`src/rtl/apdec_pkg.sv`:
```
package apdec_pkg;
  // one-hot target bit positions on tgt_sel
  localparam int TGT_PCI  = 0;
  localparam int TGT_MMIO = 1;
  localparam int TGT_DRAM = 2;
  localparam int TGT_HOLE = 3;
  localparam int TGT_N    = 4;

  typedef enum logic [1:0] {
    CFG_DRAM_BASE  = 2'd0,
    CFG_DRAM_LIMIT = 2'd1,
    CFG_MMIO_BASE  = 2'd2,
    CFG_CTRL       = 2'd3
  } cfg_code_e;
endpackage

```
`src/rtl/apdec_cfg_regs.sv`:
```
module apdec_cfg_regs
  import apdec_pkg::*;
#(
  parameter int          ADDR_W          = 32,
  parameter int          MMIO_BITS       = 21,
  parameter logic [31:0] RST_DRAM_BASE   = 32'h0100_0000,
  parameter logic [31:0] RST_DRAM_LIMIT  = 32'h00FF_FFFF,
  parameter logic [31:0] RST_MMIO_BASE   = 32'hEFE0_0000
) (
  input  logic              clk,
  input  logic              rst_n,
  input  logic              cfg_we,
  input  logic [1:0]        cfg_sel,
  input  logic [ADDR_W-1:0] cfg_wdata,
  output logic [ADDR_W-1:0] dram_base,
  output logic [ADDR_W-1:0] dram_limit,
  output logic [ADDR_W-1:0] mmio_base,
  output logic              hole_en
);
  localparam int MHI = ADDR_W - MMIO_BITS;

  logic [MHI-1:0] mmio_hi_q;
  cfg_code_e      code;

  assign code = cfg_code_e'(cfg_sel);

  always_ff @(posedge clk) begin
    if (!rst_n) begin
      dram_base  <= RST_DRAM_BASE[ADDR_W-1:0];
      dram_limit <= RST_DRAM_LIMIT[ADDR_W-1:0];
      mmio_hi_q  <= RST_MMIO_BASE[ADDR_W-1:MMIO_BITS];
      hole_en    <= 1'b1;
    end else if (cfg_we) begin
      unique case (code)
        CFG_DRAM_BASE:  dram_base  <= cfg_wdata;
        CFG_DRAM_LIMIT: dram_limit <= cfg_wdata;
        CFG_MMIO_BASE:  mmio_hi_q  <= cfg_wdata[ADDR_W-1:MMIO_BITS];
        CFG_CTRL:       hole_en    <= cfg_wdata[0];
        default: ;
      endcase
    end
  end

  assign mmio_base = {mmio_hi_q, {MMIO_BITS{1'b0}}};

  // MMIO base write keeps only the aligned part of the data
  assert_mmio_wr_R9: assert property (@(posedge clk) disable iff (!rst_n)
    (cfg_we && cfg_sel == 2'd2) |=>
      (mmio_base[ADDR_W-1:MMIO_BITS] == $past(cfg_wdata[ADDR_W-1:MMIO_BITS])
       && mmio_base[MMIO_BITS-1:0] == '0));

  // control write lands in the enable bit
  assert_ctrl_wr_R11: assert property (@(posedge clk) disable iff (!rst_n)
    (cfg_we && cfg_sel == 2'd3) |=> (hole_en == $past(cfg_wdata[0])));

  // registers hold when no write strobe
  assert_hold_R11: assert property (@(posedge clk) disable iff (!rst_n)
    (!cfg_we && $past(rst_n)) |=> ($stable(dram_base) && $stable(dram_limit)
                                   && $stable(mmio_base) && $stable(hole_en)));
endmodule

```
`src/rtl/apdec_window.sv`:
```
module apdec_window #(
  parameter int ADDR_W    = 32,
  parameter int SPAN_BITS = 21,
  parameter bit BOUNDED   = 1'b0
) (
  input  logic              clk,
  input  logic              rst_n,
  input  logic [ADDR_W-1:0] addr,
  input  logic [ADDR_W-1:0] base,
  input  logic [ADDR_W-1:0] limit,
  output logic              hit,
  output logic              valid
);
  localparam int HI = ADDR_W - SPAN_BITS;

  generate
    if (BOUNDED) begin : g_bounded
      logic [ADDR_W-1:0] offs;
      logic              above, below, in_cap;
      assign offs   = addr - base;
      assign above  = addr >= base;
      assign below  = addr <= limit;
      assign in_cap = (offs[ADDR_W-1:SPAN_BITS] == '0);
      assign valid  = base <= limit;
      assign hit    = above && below && in_cap;

      // a hit is inside the inclusive bounds
      assert_bounds_R7: assert property (@(posedge clk) disable iff (!rst_n)
        hit |-> (addr >= base && addr <= limit));
      // a hit never lies past the size cap
      assert_cap_R8: assert property (@(posedge clk) disable iff (!rst_n)
        hit |-> ({1'b0, addr} < ({1'b0, base} + (33'd1 << SPAN_BITS))));
    end else begin : g_fixed
      logic unused_fixed;
      assign unused_fixed = ^{limit, base[SPAN_BITS-1:0], clk, rst_n};
      assign valid = 1'b1;
      assign hit   = (addr[ADDR_W-1:SPAN_BITS] == base[ADDR_W-1:SPAN_BITS]);
    end
  endgenerate

  logic unused_hi;
  assign unused_hi = (HI == 0);
endmodule

```
`src/rtl/apdec_select.sv`:
```
module apdec_select
  import apdec_pkg::*;
(
  input  logic             clk,
  input  logic             rst_n,
  input  logic             is_load,
  input  logic             hole_active,
  input  logic             hole_hit,
  input  logic             dram_hit,
  input  logic             mmio_hit,
  output logic [TGT_N-1:0] tgt_sel,
  output logic             zero_fill
);
  always_comb begin
    tgt_sel = '0;
    if (is_load && hole_active && hole_hit) tgt_sel[TGT_HOLE] = 1'b1;
    else if (dram_hit)                      tgt_sel[TGT_DRAM] = 1'b1;
    else if (mmio_hit)                      tgt_sel[TGT_MMIO] = 1'b1;
    else                                    tgt_sel[TGT_PCI]  = 1'b1;
  end

  assign zero_fill = tgt_sel[TGT_HOLE];

  // exactly one target
  assert_onehot_R2: assert property (@(posedge clk) disable iff (!rst_n)
    $countones(tgt_sel) == 1);
  // absorption only for loads
  assert_fill_load_R3: assert property (@(posedge clk) disable iff (!rst_n)
    zero_fill |-> (is_load && hole_hit));
  // stores never land in the hole
  assert_store_pass_R4: assert property (@(posedge clk) disable iff (!rst_n)
    !is_load |-> !tgt_sel[TGT_HOLE]);
  // inactive hole never absorbs
  assert_hole_off_R5: assert property (@(posedge clk) disable iff (!rst_n)
    !hole_active |-> !zero_fill);
  // PCI only when no window matched
  assert_pci_default_R10: assert property (@(posedge clk) disable iff (!rst_n)
    tgt_sel[TGT_PCI] |-> (!dram_hit && !mmio_hit));
endmodule

```
`src/rtl/aperture_decoder.sv`:
```
module aperture_decoder
  import apdec_pkg::*;
#(
  parameter int          ADDR_W         = 32,
  parameter int          HOLE_BITS      = 8,
  parameter int          MMIO_BITS      = 21,
  parameter int          DRAM_MAX_BITS  = 26,
  parameter logic [31:0] RST_DRAM_BASE  = 32'h0100_0000,
  parameter logic [31:0] RST_DRAM_LIMIT = 32'h00FF_FFFF,
  parameter logic [31:0] RST_MMIO_BASE  = 32'hEFE0_0000
) (
  input  logic              clk,
  input  logic              rst_n,
  input  logic              cfg_we,
  input  logic [1:0]        cfg_sel,
  input  logic [ADDR_W-1:0] cfg_wdata,
  input  logic [ADDR_W-1:0] acc_addr,
  input  logic              acc_is_load,
  output logic [3:0]        tgt_sel,
  output logic              zero_fill
);
  localparam logic [ADDR_W-1:0] HOLE_TOP = ADDR_W'((1 << HOLE_BITS) - 1);

  logic [ADDR_W-1:0] dram_base, dram_limit, mmio_base;
  logic              hole_en, hole_hit, dram_hit, mmio_hit;
  logic              dram_valid, hole_valid_unused, mmio_valid_unused;
  logic              hole_active;
  logic              unused_v;

  apdec_cfg_regs #(
    .ADDR_W(ADDR_W), .MMIO_BITS(MMIO_BITS),
    .RST_DRAM_BASE(RST_DRAM_BASE), .RST_DRAM_LIMIT(RST_DRAM_LIMIT),
    .RST_MMIO_BASE(RST_MMIO_BASE)
  ) u_regs (
    .clk(clk), .rst_n(rst_n), .cfg_we(cfg_we), .cfg_sel(cfg_sel),
    .cfg_wdata(cfg_wdata), .dram_base(dram_base), .dram_limit(dram_limit),
    .mmio_base(mmio_base), .hole_en(hole_en)
  );

  apdec_window #(.ADDR_W(ADDR_W), .SPAN_BITS(HOLE_BITS), .BOUNDED(1'b0)) u_hole (
    .clk(clk), .rst_n(rst_n), .addr(acc_addr), .base('0), .limit('0),
    .hit(hole_hit), .valid(hole_valid_unused)
  );

  apdec_window #(.ADDR_W(ADDR_W), .SPAN_BITS(DRAM_MAX_BITS), .BOUNDED(1'b1)) u_dram (
    .clk(clk), .rst_n(rst_n), .addr(acc_addr), .base(dram_base), .limit(dram_limit),
    .hit(dram_hit), .valid(dram_valid)
  );

  apdec_window #(.ADDR_W(ADDR_W), .SPAN_BITS(MMIO_BITS), .BOUNDED(1'b0)) u_mmio (
    .clk(clk), .rst_n(rst_n), .addr(acc_addr), .base(mmio_base), .limit('0),
    .hit(mmio_hit), .valid(mmio_valid_unused)
  );

  assign unused_v = hole_valid_unused ^ mmio_valid_unused;

  // hole yields entirely when a live DRAM window reaches into it
  assign hole_active = hole_en && !(dram_valid && dram_base <= HOLE_TOP);

  apdec_select u_sel (
    .clk(clk), .rst_n(rst_n), .is_load(acc_is_load), .hole_active(hole_active),
    .hole_hit(hole_hit), .dram_hit(dram_hit), .mmio_hit(mmio_hit),
    .tgt_sel(tgt_sel), .zero_fill(zero_fill)
  );

  // a DRAM window covering low memory disables absorption
  assert_hole_yields_R5: assert property (@(posedge clk) disable iff (!rst_n)
    (dram_valid && dram_base <= HOLE_TOP) |-> !zero_fill);
  // cleared enable disables absorption
  assert_hole_en_R6: assert property (@(posedge clk) disable iff (!rst_n)
    !hole_en |-> !zero_fill);
endmodule

```
`config.mk`:
```
export PLATFORM = sky130hd
export DESIGN_NAME = aperture_decoder
export DESIGN_NICKNAME = d
export VERILOG_FILES = /design/src/rtl/apdec_pkg.sv /design/src/rtl/apdec_cfg_regs.sv /design/src/rtl/apdec_window.sv /design/src/rtl/apdec_select.sv /design/src/rtl/aperture_decoder.sv
export SDC_FILE = /design/constraint.sdc
export NUM_CORES = 1
export LEC_CHECK = 0
export ABC_AREA = 1
export BUFFER_PORTS_ARGS = -buffer_cell sky130_fd_sc_hd__buf_2
export CELL_PAD_IN_SITES_DETAIL_PLACEMENT = 1
export CELL_PAD_IN_SITES_GLOBAL_PLACEMENT = 1
export CORE_MARGIN = 1.5
export CORE_UTILIZATION = 40
export DETAILED_ROUTE_END_ITERATION = 10
export PLACE_DENSITY = 0.86
export SLEW_MARGIN = 20
export SYNTH_ARGS = -nofsm -noshare
export SYNTH_HDL_FRONTEND = slang
export SYNTH_SLANG_ARGS = --single-unit
```
`constraint.sdc`:
```
create_clock -name clk -period 2.3 [get_ports clk]
set_input_delay 0.115 -clock clk [delete_from_list [all_inputs] [get_ports clk]]
set_output_delay 0.115 -clock clk [all_outputs]
set_load 0.005 [all_outputs]
```
==> impl_results.md <==
* Chip width at 130 um
* Crit path largest cell delay at 0.36 ns
* Initial antenna violation count at 1
* CTS root buf: clkbuf_16
* Syn Nets at 1171
* Post-route ant nets at 0
* Gr ovfl total at 0
* Failing checks: negative hold slack, negative setup slack
* # port buffers at 74
* Pwr Density at 566 nW/um^2
* Area share of the largest cell type after synthesis at 0.237
* Num CTS Buffers at 9
* Via/cell ratio at 6.13
* Avg Cell Area, Syn at 6.38 sq um
* Clock Tree Buf Depth at 2
* Clock Sinks at 76
* Worst-Margin Slew at 0.891 ns
* Post-DR wirelength/cell at 25.3 um
* Vias in the first global route at 7800
* Post-route DRC at 0
* Ports at 75
* Synth Register Bits at 76
* Gr busiest metal: met2
* Fin. Hold Viols at 3
* Final setup violation count at 5
* Period minus WS final at 2.78 ns
* Max Slew Vio Count at 0
* Largest net degree at the start of global routing at 63
* Area leader, netlist: dfxtp_1
* Critical setup path kind: register to output port
* MaxCap Viol Count at 0
* Ys Warns at 0
* Critical Path Start Type: register
* Synth area leaders: dfxtp_1 24%, ha_1 19%, nand2_1 17%
* Nets at 1258
* Reg2Reg Setup Slack at 1.42 ns
* Syn Std Cell Area at 6410 sq um
* M3 GR Usage at 0.0578
* Gate Count Post-Synth at 1005
* Dpl hpwl at 17400 um
* Global Route Usage Sum at 0.338
* Lkg Pwr at 4.23 nW
* Ys async rst share at 0
* Setup slack after layout at -0.480 ns
* Via count at 8053
* Number of synthesized flops with an enable pin at 0
* Die Y-Extent at 130 um
* Final Util at 0.539
* Worst-path clk slew at 0.06 ns
* Site row count at 46
* Post-synthesis sequential area ratio at 0.237
* Die area at 16800 sq um
* GPL Wtd Cong at 0.883
* Pwr Total at 4.81 mW
* Worst path most repeated cell: nand2_1
* Worst EP required at 2.18 ns
* CTS tree: yes
* Max Freq at 0.360 GHz
* Worst-Skew Late Latency at 0.35 ns
* DR pass1 iterations at 6
* Crit-path cells: inv_1, ha_1, a21oi_1, o21ai_0, nand2_1, nand3_1, a21oi_2, nand2_1, nand2_1, nand2_2, nand2_4, nand2_1, nor2_1, buf_2
* Primary FF master, synth: dfxtp_1
* Nature of the critical path endpoint: output port
* Worst min-delay path category: primary input to register
* Worst slew margin at 0.401
* Unrepaired setup endpoints after global routing: true
* Post-synth cell types at 29
* Met2 Use GR at 0.548
* Worst VDD drop at 460 uV
* Slowest cell on crit path: dfxtp_1
* H-tree depth at 3
* Final worst path period share at 1.21
* Fill cell count at 2012
* CP arrival at 2.66 ns
* Clock Skew at 0 ns
* Core box area at 15800 sq um
* Layout cells sized above 1 at 0.292
* Total wire length at 33200 um
* CP Max Fanout at 3
* Run status: complete, but fails checks
* DRT iter0 DRCs at 979
* Layout area overhead at 32.6%
* Met1 usage at 0.427
* Worst hold margin at -0.00712 ns
* First-pass GRT wire length at 43000 um
* Initial core utilization at 0.406
## cell usage after synthesis (3+ instances only)
cell,number
a21o_1,4
a21oi_1,87
clkbuf_1,21
dfxtp_1,76
ha_1,96
inv_1,174
nand2_1,288
nand2_2,4
nand3_1,44
nand4_1,15
nor2_1,60
nor2_2,8
nor3_1,12
nor4_1,10
o211ai_1,25
o21a_1,3
o21ai_0,49
o21bai_1,5
xor2_1,11
## report_power, final
part | switching, mW | leakage, nW | internal [mW]
registers | 0.0632 | 0.637 | 1.39
clock network | 0.658 | 0.176 | 1.12
logic | 1.01 | 3.42 | 0.572
## flip-flops by register name, summed over array words and instances (netlist names)
signal / cells
u_regs.dram_base: 32
u_regs.dram_limit: 32
u_regs.hole_en: 1
u_regs.mmio_hi_q: 11
## worst max-delay path, delay by kind of cell (launching register included)
kind	cells	cell delay (ns)
fa+ha+maj	1	0.32
compound gates	3	0.52
buf+inv	2	0.24
flops	1	0.36
simple gates	8	0.86
## kinds of logic after synthesis
logic type / synth area share
flip-flops: 0.237
AND/OR/NAND/NOR: 0.293
adder cells (fa/ha/maj): 0.187
AO/OA/AOI/OAI: 0.150
buffers and inverters: 0.118
XOR/XNOR: 0.0150
## path summary, 6_finish.rpt
check | start | end | cells after the start
hold reg to reg | u_regs.hole_en | u_regs.hole_en | 2
setup reg to reg | u_regs.dram_limit[17] | u_regs.dram_limit[17] | 2
setup / recovery | u_regs.dram_limit[17] | tgt_sel[0] | 14
hold / removal | cfg_wdata[11] | u_regs.dram_limit[11] | 3
## area by class of cell
type,instances,area [sq um],share of cell area
inverter,177,682,0.0802
timing repair buffer,99,582,0.0685
clock buffer,11,253,0.0297
multi-input combinational,729,5030,0.592
sequential,76,1570,0.185
tap,216,270,0.0318
antenna,1,2.50,0.000294
clock inverter,5,108,0.0127
## cells in the final DEF (no fill, tap or decap), types with 6 or more instances in the layout
| cell | netlist | routed |
|---|---|---|
| nand4_1 | 15 | 15 |
| dfxtp_4 | 0 | 6 |
| nor2_2 | 8 | 20 |
| nor2_4 | 1 | 9 |
| nand2_4 | 0 | 9 |
| o21ai_0 | 49 | 47 |
| dfxtp_2 | 0 | 24 |
| o211ai_1 | 25 | 25 |
| dfxtp_1 | 76 | 46 |
| inv_2 | 1 | 34 |
| nor4_1 | 10 | 8 |
| ha_4 | 0 | 44 |
| clkbuf_16 | 0 | 9 |
| buf_4 | 1 | 22 |
| ha_1 | 96 | 51 |
| nor3_1 | 12 | 8 |
| inv_1 | 174 | 136 |
| xor2_1 | 11 | 11 |
| a21oi_2 | 0 | 9 |
| nor2_1 | 60 | 40 |
| buf_2 | 1 | 73 |
| nand2_2 | 4 | 34 |
| a21oi_1 | 87 | 77 |
| nand2_1 | 288 | 249 |
| nand3_1 | 44 | 41 |
## through the flow
| stage | setup TNS (ns) | std cells | instance area (sq um) | setup WS, ns |
|---|---|---|---|---|
| finish | -2.14 | 1314 | 8500 | -0.480 |
| global route | -2.47 | 1314 | 8500 | -0.548 |
| CTS | -0.512 | 1310 | 8160 | -0.157 |
| detailed placement | -0.0276 | 1288 | 7100 | -0.0276 |
| global placement | -0.00296 | 1288 | 7100 | -0.00296 |
| floorplan | 0 | 1005 | 6410 | 0.466 |
## what timing repair did
item,CTS,global route
hold buffers,2,0
hold endpoints to repair,2,0
cloned,0,0
gates resized for setup,138,87
buffers inserted,4,3
setup endpoints to repair,5,5
pin swaps,25,17
## routing by layer
layer	vias up	share of wire
li1	3425	-
met1	3854	0.39
met2	559	0.45
met3	215	0.089
met4	0	0.078
met5	-	0
(Power assumes the default switching activity.)
